$ cat config.mk
export PLATFORM = sky130hd
export DESIGN_NAME = bank_xlate
export DESIGN_NICKNAME = d
export VERILOG_FILES = /design/src/rtl/bank_xlate_pkg.sv /design/src/rtl/bank_regs.sv /design/src/rtl/addr_map.sv /design/src/rtl/bank_xlate.sv
export SDC_FILE = /design/constraint.sdc
export NUM_CORES = 1
export LEC_CHECK = 0
export ABC_AREA = 1
export CORE_MARGIN = 2
export CORE_UTILIZATION = 40
export CTS_CLUSTER_DIAMETER = 50
export CTS_CLUSTER_SIZE = 30
export DETAILED_ROUTE_END_ITERATION = 16
export GPL_TIMING_DRIVEN = 0
export PLACE_DENSITY = 0.9
export SETUP_SLACK_MARGIN = 0.1
export SLEW_MARGIN = 5
export SYNTH_ARGS = -nofsm -noshare
export SYNTH_HDL_FRONTEND = slang
export SYNTH_SLANG_ARGS = --single-unit
$ cat constraint.sdc
create_clock -name clk -period 1 [get_ports clk]
set_clock_uncertainty 0.1 [all_clocks]
set_input_delay 0.1 -clock clk [delete_from_list [all_inputs] [get_ports clk]]
set_output_delay 0.1 -clock clk [all_outputs]
set_load 0.005 [all_outputs]
$ cat src/rtl/bank_xlate_pkg.sv
package bank_xlate_pkg;
  // Region select encoding, one-hot.
  localparam logic [1:0] REGION_ERASE = 2'b01;
  localparam logic [1:0] REGION_FIXED = 2'b10;

  typedef struct packed {
    logic is_fixed;
    logic is_alias;
    logic is_bad;
  } xl_flags_t;
endpackage

$ cat src/rtl/bank_regs.sv
module bank_regs #(
  parameter int WORD_W     = 15,
  parameter int EB_W       = 3,
  parameter int FB_W       = 6,
  parameter int EB_LSB     = 8,
  parameter int FB_LSB     = 10,
  parameter int FB_EXT_BIT = 6,
  parameter int CB_EB_LSB  = 0,
  parameter int RA_W       = 3,
  parameter int RA_EB      = 3,
  parameter int RA_FB      = 4,
  parameter int RA_BB      = 6
) (
  input  logic              clk,
  input  logic              rst,
  input  logic              wr_en,
  input  logic [RA_W-1:0]   reg_addr,
  input  logic [WORD_W-1:0] wr_data,
  output logic [WORD_W-1:0] rd_data,
  output logic [EB_W-1:0]   eb_o,
  output logic [FB_W-1:0]   fb_o
);
  localparam int FB_LO_W = FB_W - 1;

  logic [EB_W-1:0]   eb_q;
  logic [FB_W-1:0]   fb_q;
  logic [WORD_W-1:0] view_eb, view_fb, view_bb, view_sel, rd_q;
  logic              hit_eb, hit_fb, hit_bb;
  logic              unused_wbits;

  assign hit_eb = (reg_addr == RA_W'(RA_EB));
  assign hit_fb = (reg_addr == RA_W'(RA_FB));
  assign hit_bb = (reg_addr == RA_W'(RA_BB));
  assign unused_wbits = ^wr_data;

  always_ff @(posedge clk) begin
    if (rst) begin
      eb_q <= '0;
      fb_q <= '0;
    end else if (wr_en) begin
      if (hit_eb) begin
        eb_q <= wr_data[EB_LSB +: EB_W];
      end else if (hit_fb) begin
        fb_q <= {wr_data[FB_EXT_BIT], wr_data[FB_LSB +: FB_LO_W]};
      end else if (hit_bb) begin
        fb_q <= {wr_data[FB_EXT_BIT], wr_data[FB_LSB +: FB_LO_W]};
        eb_q <= wr_data[CB_EB_LSB +: EB_W];
      end
    end
  end

  always_comb begin
    view_eb = '0;
    view_eb[EB_LSB +: EB_W] = eb_q;
    view_fb = '0;
    view_fb[FB_LSB +: FB_LO_W] = fb_q[FB_LO_W-1:0];
    view_fb[FB_EXT_BIT] = fb_q[FB_W-1];
    view_bb = view_fb;
    view_bb[CB_EB_LSB +: EB_W] = eb_q;
    if (hit_eb)      view_sel = view_eb;
    else if (hit_fb) view_sel = view_fb;
    else if (hit_bb) view_sel = view_bb;
    else             view_sel = '0;
  end

  always_ff @(posedge clk) begin
    if (rst) rd_q <= '0;
    else     rd_q <= view_sel;
  end

  assign rd_data = rd_q;
  assign eb_o    = eb_q;
  assign fb_o    = fb_q;

  // a combined write loads both banks in the same cycle
  a_r10_combined_write: assert property (@(posedge clk) disable iff (rst)
    (wr_en && hit_bb) |=> (eb_q == $past(wr_data[CB_EB_LSB +: EB_W]) &&
                           fb_q[FB_LO_W-1:0] == $past(wr_data[FB_LSB +: FB_LO_W])));

  // no write strobe, no bank change
  a_r9_hold_no_write: assert property (@(posedge clk) disable iff (rst)
    !wr_en |=> ($stable(eb_q) && $stable(fb_q)));

  // writes to unmapped register addresses change nothing
  a_r9_unmapped_ignored: assert property (@(posedge clk) disable iff (rst)
    (wr_en && !hit_eb && !hit_fb && !hit_bb) |=> ($stable(eb_q) && $stable(fb_q)));
endmodule

$ cat src/rtl/addr_map.sv
module addr_map
  import bank_xlate_pkg::*;
#(
  parameter int ADDR_W       = 12,
  parameter int EB_W         = 3,
  parameter int FB_W         = 6,
  parameter int ERASE_OFF_W  = 8,
  parameter int FIXED_OFF_W  = 10,
  parameter int FBANK_COUNT  = 36,
  parameter int COMMON_FBANK = 2
) (
  input  logic [ADDR_W-1:0]            log_addr,
  input  logic [EB_W-1:0]              eb,
  input  logic [FB_W-1:0]              fb,
  output logic [EB_W+ERASE_OFF_W-1:0]  erase_addr,
  output logic [FB_W+FIXED_OFF_W-1:0]  fixed_addr,
  output xl_flags_t                    flags
);
  localparam int SWFX_BIT  = ADDR_W - 1;
  localparam int COMF_BIT  = FIXED_OFF_W;
  localparam int ALIAS_BIT = ERASE_OFF_W + 1;
  localparam int SWER_BIT  = ERASE_OFF_W;

  logic          in_swfx, in_comf, bank_oob;
  logic [FB_W-1:0] fbank;

  assign in_swfx  = log_addr[SWFX_BIT];
  assign in_comf  = !log_addr[SWFX_BIT] && log_addr[COMF_BIT];
  assign bank_oob = (fb >= FB_W'(FBANK_COUNT));

  always_comb begin
    erase_addr = '0;
    fixed_addr = '0;
    flags      = '0;
    fbank      = '0;
    if (in_swfx) begin
      fbank          = bank_oob ? '0 : fb;
      flags.is_fixed = 1'b1;
      flags.is_alias = log_addr[COMF_BIT];
      flags.is_bad   = bank_oob;
      fixed_addr     = {fbank, log_addr[FIXED_OFF_W-1:0]};
    end else if (in_comf) begin
      flags.is_fixed = 1'b1;
      fixed_addr     = {FB_W'(COMMON_FBANK), log_addr[FIXED_OFF_W-1:0]};
    end else begin
      flags.is_alias = log_addr[ALIAS_BIT];
      if (log_addr[SWER_BIT])
        erase_addr = {eb, log_addr[ERASE_OFF_W-1:0]};
      else
        erase_addr = {{EB_W{1'b0}}, log_addr[ERASE_OFF_W-1:0]};
    end
  end

  // an out-of-range bank is flagged only inside the fixed space
  always_comb begin
    if (flags.is_bad) a_r8_bad_only_fixed: assert (flags.is_fixed);
  end
endmodule

$ cat src/rtl/bank_xlate.sv
module bank_xlate
  import bank_xlate_pkg::*;
#(
  parameter int ADDR_W       = 12,
  parameter int WORD_W       = 15,
  parameter int EB_W         = 3,
  parameter int FB_W         = 6,
  parameter int ERASE_OFF_W  = 8,
  parameter int FIXED_OFF_W  = 10,
  parameter int FBANK_COUNT  = 36,
  parameter int COMMON_FBANK = 2,
  parameter int RA_W         = 3,
  localparam int EA_W        = EB_W + ERASE_OFF_W,
  localparam int FA_W        = FB_W + FIXED_OFF_W
) (
  input  logic              clk,
  input  logic              rst,
  input  logic [ADDR_W-1:0] log_addr,
  input  logic              wr_en,
  input  logic [RA_W-1:0]   reg_addr,
  input  logic [WORD_W-1:0] wr_data,
  output logic [WORD_W-1:0] rd_data,
  output logic [EA_W-1:0]   erase_addr,
  output logic [FA_W-1:0]   fixed_addr,
  output logic [1:0]        region_sel,
  output logic              alias_hit,
  output logic              bad_bank
);
  logic [EB_W-1:0] eb;
  logic [FB_W-1:0] fb;
  logic [EA_W-1:0] ea_c, ea_q;
  logic [FA_W-1:0] fa_c, fa_q;
  xl_flags_t       fl_c;
  logic [1:0]      reg_q;
  logic            al_q, bad_q, seen_q;

  bank_regs #(
    .WORD_W(WORD_W), .EB_W(EB_W), .FB_W(FB_W), .RA_W(RA_W)
  ) u_regs (
    .clk(clk), .rst(rst), .wr_en(wr_en), .reg_addr(reg_addr),
    .wr_data(wr_data), .rd_data(rd_data), .eb_o(eb), .fb_o(fb)
  );

  addr_map #(
    .ADDR_W(ADDR_W), .EB_W(EB_W), .FB_W(FB_W), .ERASE_OFF_W(ERASE_OFF_W),
    .FIXED_OFF_W(FIXED_OFF_W), .FBANK_COUNT(FBANK_COUNT),
    .COMMON_FBANK(COMMON_FBANK)
  ) u_map (
    .log_addr(log_addr), .eb(eb), .fb(fb),
    .erase_addr(ea_c), .fixed_addr(fa_c), .flags(fl_c)
  );

  always_ff @(posedge clk) begin
    if (rst) begin
      ea_q   <= '0;
      fa_q   <= '0;
      reg_q  <= REGION_ERASE;
      al_q   <= 1'b0;
      bad_q  <= 1'b0;
      seen_q <= 1'b0;
    end else begin
      ea_q   <= ea_c;
      fa_q   <= fa_c;
      reg_q  <= fl_c.is_fixed ? REGION_FIXED : REGION_ERASE;
      al_q   <= fl_c.is_alias;
      bad_q  <= fl_c.is_bad;
      seen_q <= 1'b1;
    end
  end

  assign erase_addr = ea_q;
  assign fixed_addr = fa_q;
  assign region_sel = reg_q;
  assign alias_hit  = al_q;
  assign bad_bank   = bad_q;

  // exactly one region selected
  a_r11_region_onehot: assert property (@(posedge clk) disable iff (rst)
    $countones(region_sel) == 1);

  // a forced bank leaves the upper fixed address bits at zero
  a_r8_bad_forces_zero: assert property (@(posedge clk) disable iff (rst)
    bad_bank |-> (region_sel == REGION_FIXED && fixed_addr[FA_W-1:FIXED_OFF_W] == '0));

  // unswitched erasable window ignores the bank registers
  a_r2_unswitched: assert property (@(posedge clk) disable iff (rst)
    (seen_q && $past(log_addr) < ADDR_W'(1 << ERASE_OFF_W)) |->
      (region_sel == REGION_ERASE &&
       erase_addr == EA_W'($past(log_addr[ERASE_OFF_W-1:0]))));

  // common fixed window always lands in the common bank
  a_r5_common_fixed: assert property (@(posedge clk) disable iff (rst)
    (seen_q && $past(log_addr[ADDR_W-1:FIXED_OFF_W]) == 2'b01) |->
      (region_sel == REGION_FIXED && !alias_hit &&
       fixed_addr[FA_W-1:FIXED_OFF_W] == FB_W'(COMMON_FBANK)));
endmodule

==> results.cfg <==
[synth]
synth.distinct_cells = 19
synth_top_family_by_area = simple AND/OR/NAND/NOR gates
synth.avg_cell_area_um2 = 8.95
synthMuxAreaShare_pct = 0
synth-compound-area-share_pct = 6.43
netlist_area_um2 = 1670
postSynthCellCount = 187
synthSimpleGateAreaFrac_pct = 21.4
yosysWarnings = 0
synth.ff_latch_count = 51
yosysSeqAreaShare_pct = 61.0
synth_fa_ha_area_share_pct = 0
synth_xor_area_share_pct = 0

[hold_path]
min_path_type = input pin to flip-flop
hold_depth = 2

[drt]
drcViolationCount = 0
wire_per_inst_um = 12.4
vias = 1442
drt_iter0_markers = 49
postRouteWirelength_mm = 4.09
ant_nets = 0
drt_pre_antenna_iters = 4
routed_via_density = 4.37

[clock_tree]
cts_buffer_depth = 2
clk_latency_ns = 0.31
cts.htree.levels = 2
path_clk_slew_ns = 0.09
tritoncts = yes
hold_buffers = 0
numCtsBuffers = 5
ctsRootBufferMaster = clkbuf_8
cts_sinks = 51

[setup_path]
worst_path_max_delay_cell = dfxtp_2
slowest_delay_ns = 0.33
startpoint_type = flip-flop
crit_chain = inv_2, nand3_2, nand2_4, nand2_1, a21oi_2
crit_fanout = 3
worstPathArrival_ns = 1.11
worst_r2r_path_depth = 5
reg2reg_setup_slack_ns = 0.02
critPathCaptureType = flip-flop
critPathKind = flip-flop to flip-flop
required_ns = 1.14

[global_route]
antenna_found_initial = 0
grt_util_met2_pct = 32.1
gr-usage-met1_pct = 19.1
met3_usage_pct = 6.49
grt_busiest_layer = met2
grt_max_degree = 16
grt_pass1_wl_mm = 6.09
grt_pass1_vias = 1399
grt_overflow = 0
track_usage_pct = 17.9

[run]
cap_violations = 0

[die]
die_width_um = 68.7
fp.dieArea_um2 = 4720
fp.dieH_um = 68.7
core-area_um2 = 4000
floorplan.initialDensity_pct = 41.9
fp-row-count = 23
pin_count = 79

[place]
place_congestion = 0.740
dp.final_hpwl_mm = 2.80
dp_cells = 310
port_buffers = 70
placed_cell_area_um2 = 2450
pre_cts_slack_ns = -0.524

[power_and_ir_drop]
ir_worst_vdd_mv = 0.593
p_leak_nw = 1.32
clockPowerShare_pct = 35.8
combPwrFrac_pct = 11.7
internal-power_w = 0.00317
power.net_switching_w = 0.000890
seqPwrFrac_pct = 52.4
p_per_area_nw_per_um2 = 1560
swShare_pct = 21.9

[layout]
fin_util_pct = 65.1
areaGrowthSynthToFinish_pct = 55.5
drive_above_1_share_pct = 45.7
diodes = 0
fin_nets = 312
fill_cells = 329
fin_area_um2 = 2600
finalNonFillerCells = 330

[timing]
hold_viol = 2
setup_ws_ns = 0.0249
finalCritPeriodShare_pct = 97.5
fmax_mhz = 1030
setup_viol = 0
hold_slack_ns = -0.0293
slew_viol_final = 0
fin_crit_ns = 0.975
rsz0062_at_grt = true

[outcome]
outcome = finished, violations left
violations = hold timing
[worst max-delay path, delay by kind of cell, from the launching register on]
kind,cells,cell delay [ns]
buffers and inverters,1,0.06
DFF,1,0.33
and+or+nand+nor,3,0.26
AOI/OAI and AO/OA,1,0.14
[what timing repair did]
action | CTS | global route
gates cloned | 2 | 0
pin swaps | 6 | 3
endpoints found under the hold margin | 0 | 2
endpoints found under the setup margin | 92 | 75
resized for setup | 201 | 32
setup buffers | 7 | 3
[cell families (layout without fill, tap and decap cells)]
kind of cell,after synthesis,in the layout
AOI/OAI and AO/OA,14,14
DFF,51,51
other,1,4
and+or+nand+nor,82,82
buffers and inverters,39,129
[power by group through the flow]
stage / clock, W / combinational (W) / sequential [W]
finish: 0.00145 / 0.000477 / 0.00213
global route: 0.00157 / 0.000530 / 0.00214
CTS: 0.00146 / 0.000440 / 0.00212
detailed placement: 0 / 0.000440 / 0.00217
global placement: 0 / 0.000430 / 0.00216
floorplan: 0 / 0.000177 / 0.00217
[layout by cell type (no fill, tap or decap)]
| cell | instances |
|---|---|
| dfxtp_1 | 30 |
| buf_8 | 1 |
| clkdlybuf4s50_1 | 21 |
| clkinv_2 | 1 |
| buf_6 | 15 |
| dfxtp_2 | 21 |
| clkbuf_2 | 4 |
| inv_1 | 25 |
| buf_2 | 30 |
| nor2_1 | 34 |
| nand2_2 | 4 |
| conb_1 | 4 |
| nor3_1 | 3 |
| dlygate4sd2_1 | 3 |
| nand2_1 | 17 |
| buf_4 | 14 |
| inv_2 | 7 |
| nand3_2 | 2 |
| nor2_2 | 6 |
| o21ai_0 | 1 |
| bufinv_16 | 1 |
| bufbuf_16 | 1 |
| nand2_4 | 1 |
| nor2_4 | 2 |
| a21oi_2 | 7 |
| o21ai_2 | 4 |
| clkbuf_8 | 6 |
| o21ai_1 | 2 |
| nand3_4 | 1 |
| nand3_1 | 12 |
[stage by stage]
step                      TNS (ns)  total power, W
final                            0         0.00406
after CTS                        0         0.00403
after floorplan                  0         0.00235
after global routing       -0.0426         0.00424
after global placement      -19.00         0.00259
after detailed placement    -19.86         0.00261
[state kept, by name, indices dropped and copies added, names as in the netlist]
| name | count |
|---|---|
| fixed_addr | 16 |
| erase_addr | 11 |
| u_regs.rd_data | 11 |
| u_regs.fb_o | 6 |
| u_regs.eb_o | 3 |
| region_sel | 2 |
| alias_hit | 1 |
| bad_bank | 1 |
[metal layers]
layer / part of all wire (%) / vias up / wire [um]
met5: 0 / - / 0
met4: 2.0 / 0 / 81
met3: 9.9 / 7 / 407
met2: 49 / 64 / 2020
met1: 39 / 634 / 1580
li1: - / 737 / -
[final cells by class]
cell class | instances | area, um^2 | share of cell area (%)
Tap cell | 50 | 62.6 | 2.40
Sequential cell | 51 | 1050 | 40.2
Timing Repair Buffer | 82 | 661 | 25.4
Buffer | 7 | 67.6 | 2.60
Inverter | 32 | 120 | 4.62
Clock buffer | 6 | 82.6 | 3.17
Clock inverter | 2 | 35.0 | 1.35
Multi-Input combinational cell | 100 | 527 | 20.2
[final timing paths]
path,start,end
worst min-delay path,rst,u_regs.fb_o[1]
worst min register to register,u_regs.fb_o[4],u_regs.rd_data[14]
worst max-delay path,u_regs.fb_o[3],fixed_addr[11]
worst max register to register,u_regs.fb_o[3],fixed_addr[11]
[cell usage after synthesis, drive strengths merged]
master,count,area (um^2)
dfxtp,51,1020
o21ai,7,50.0
nand2,22,92.6
nor3,3,15.0
nor2,42,170
buf,7,63.8
inv,32,120
a21oi,7,57.6
nand3,15,80.1
conb,1,3.75
Note: power is estimated with default switching activity, not from simulation.
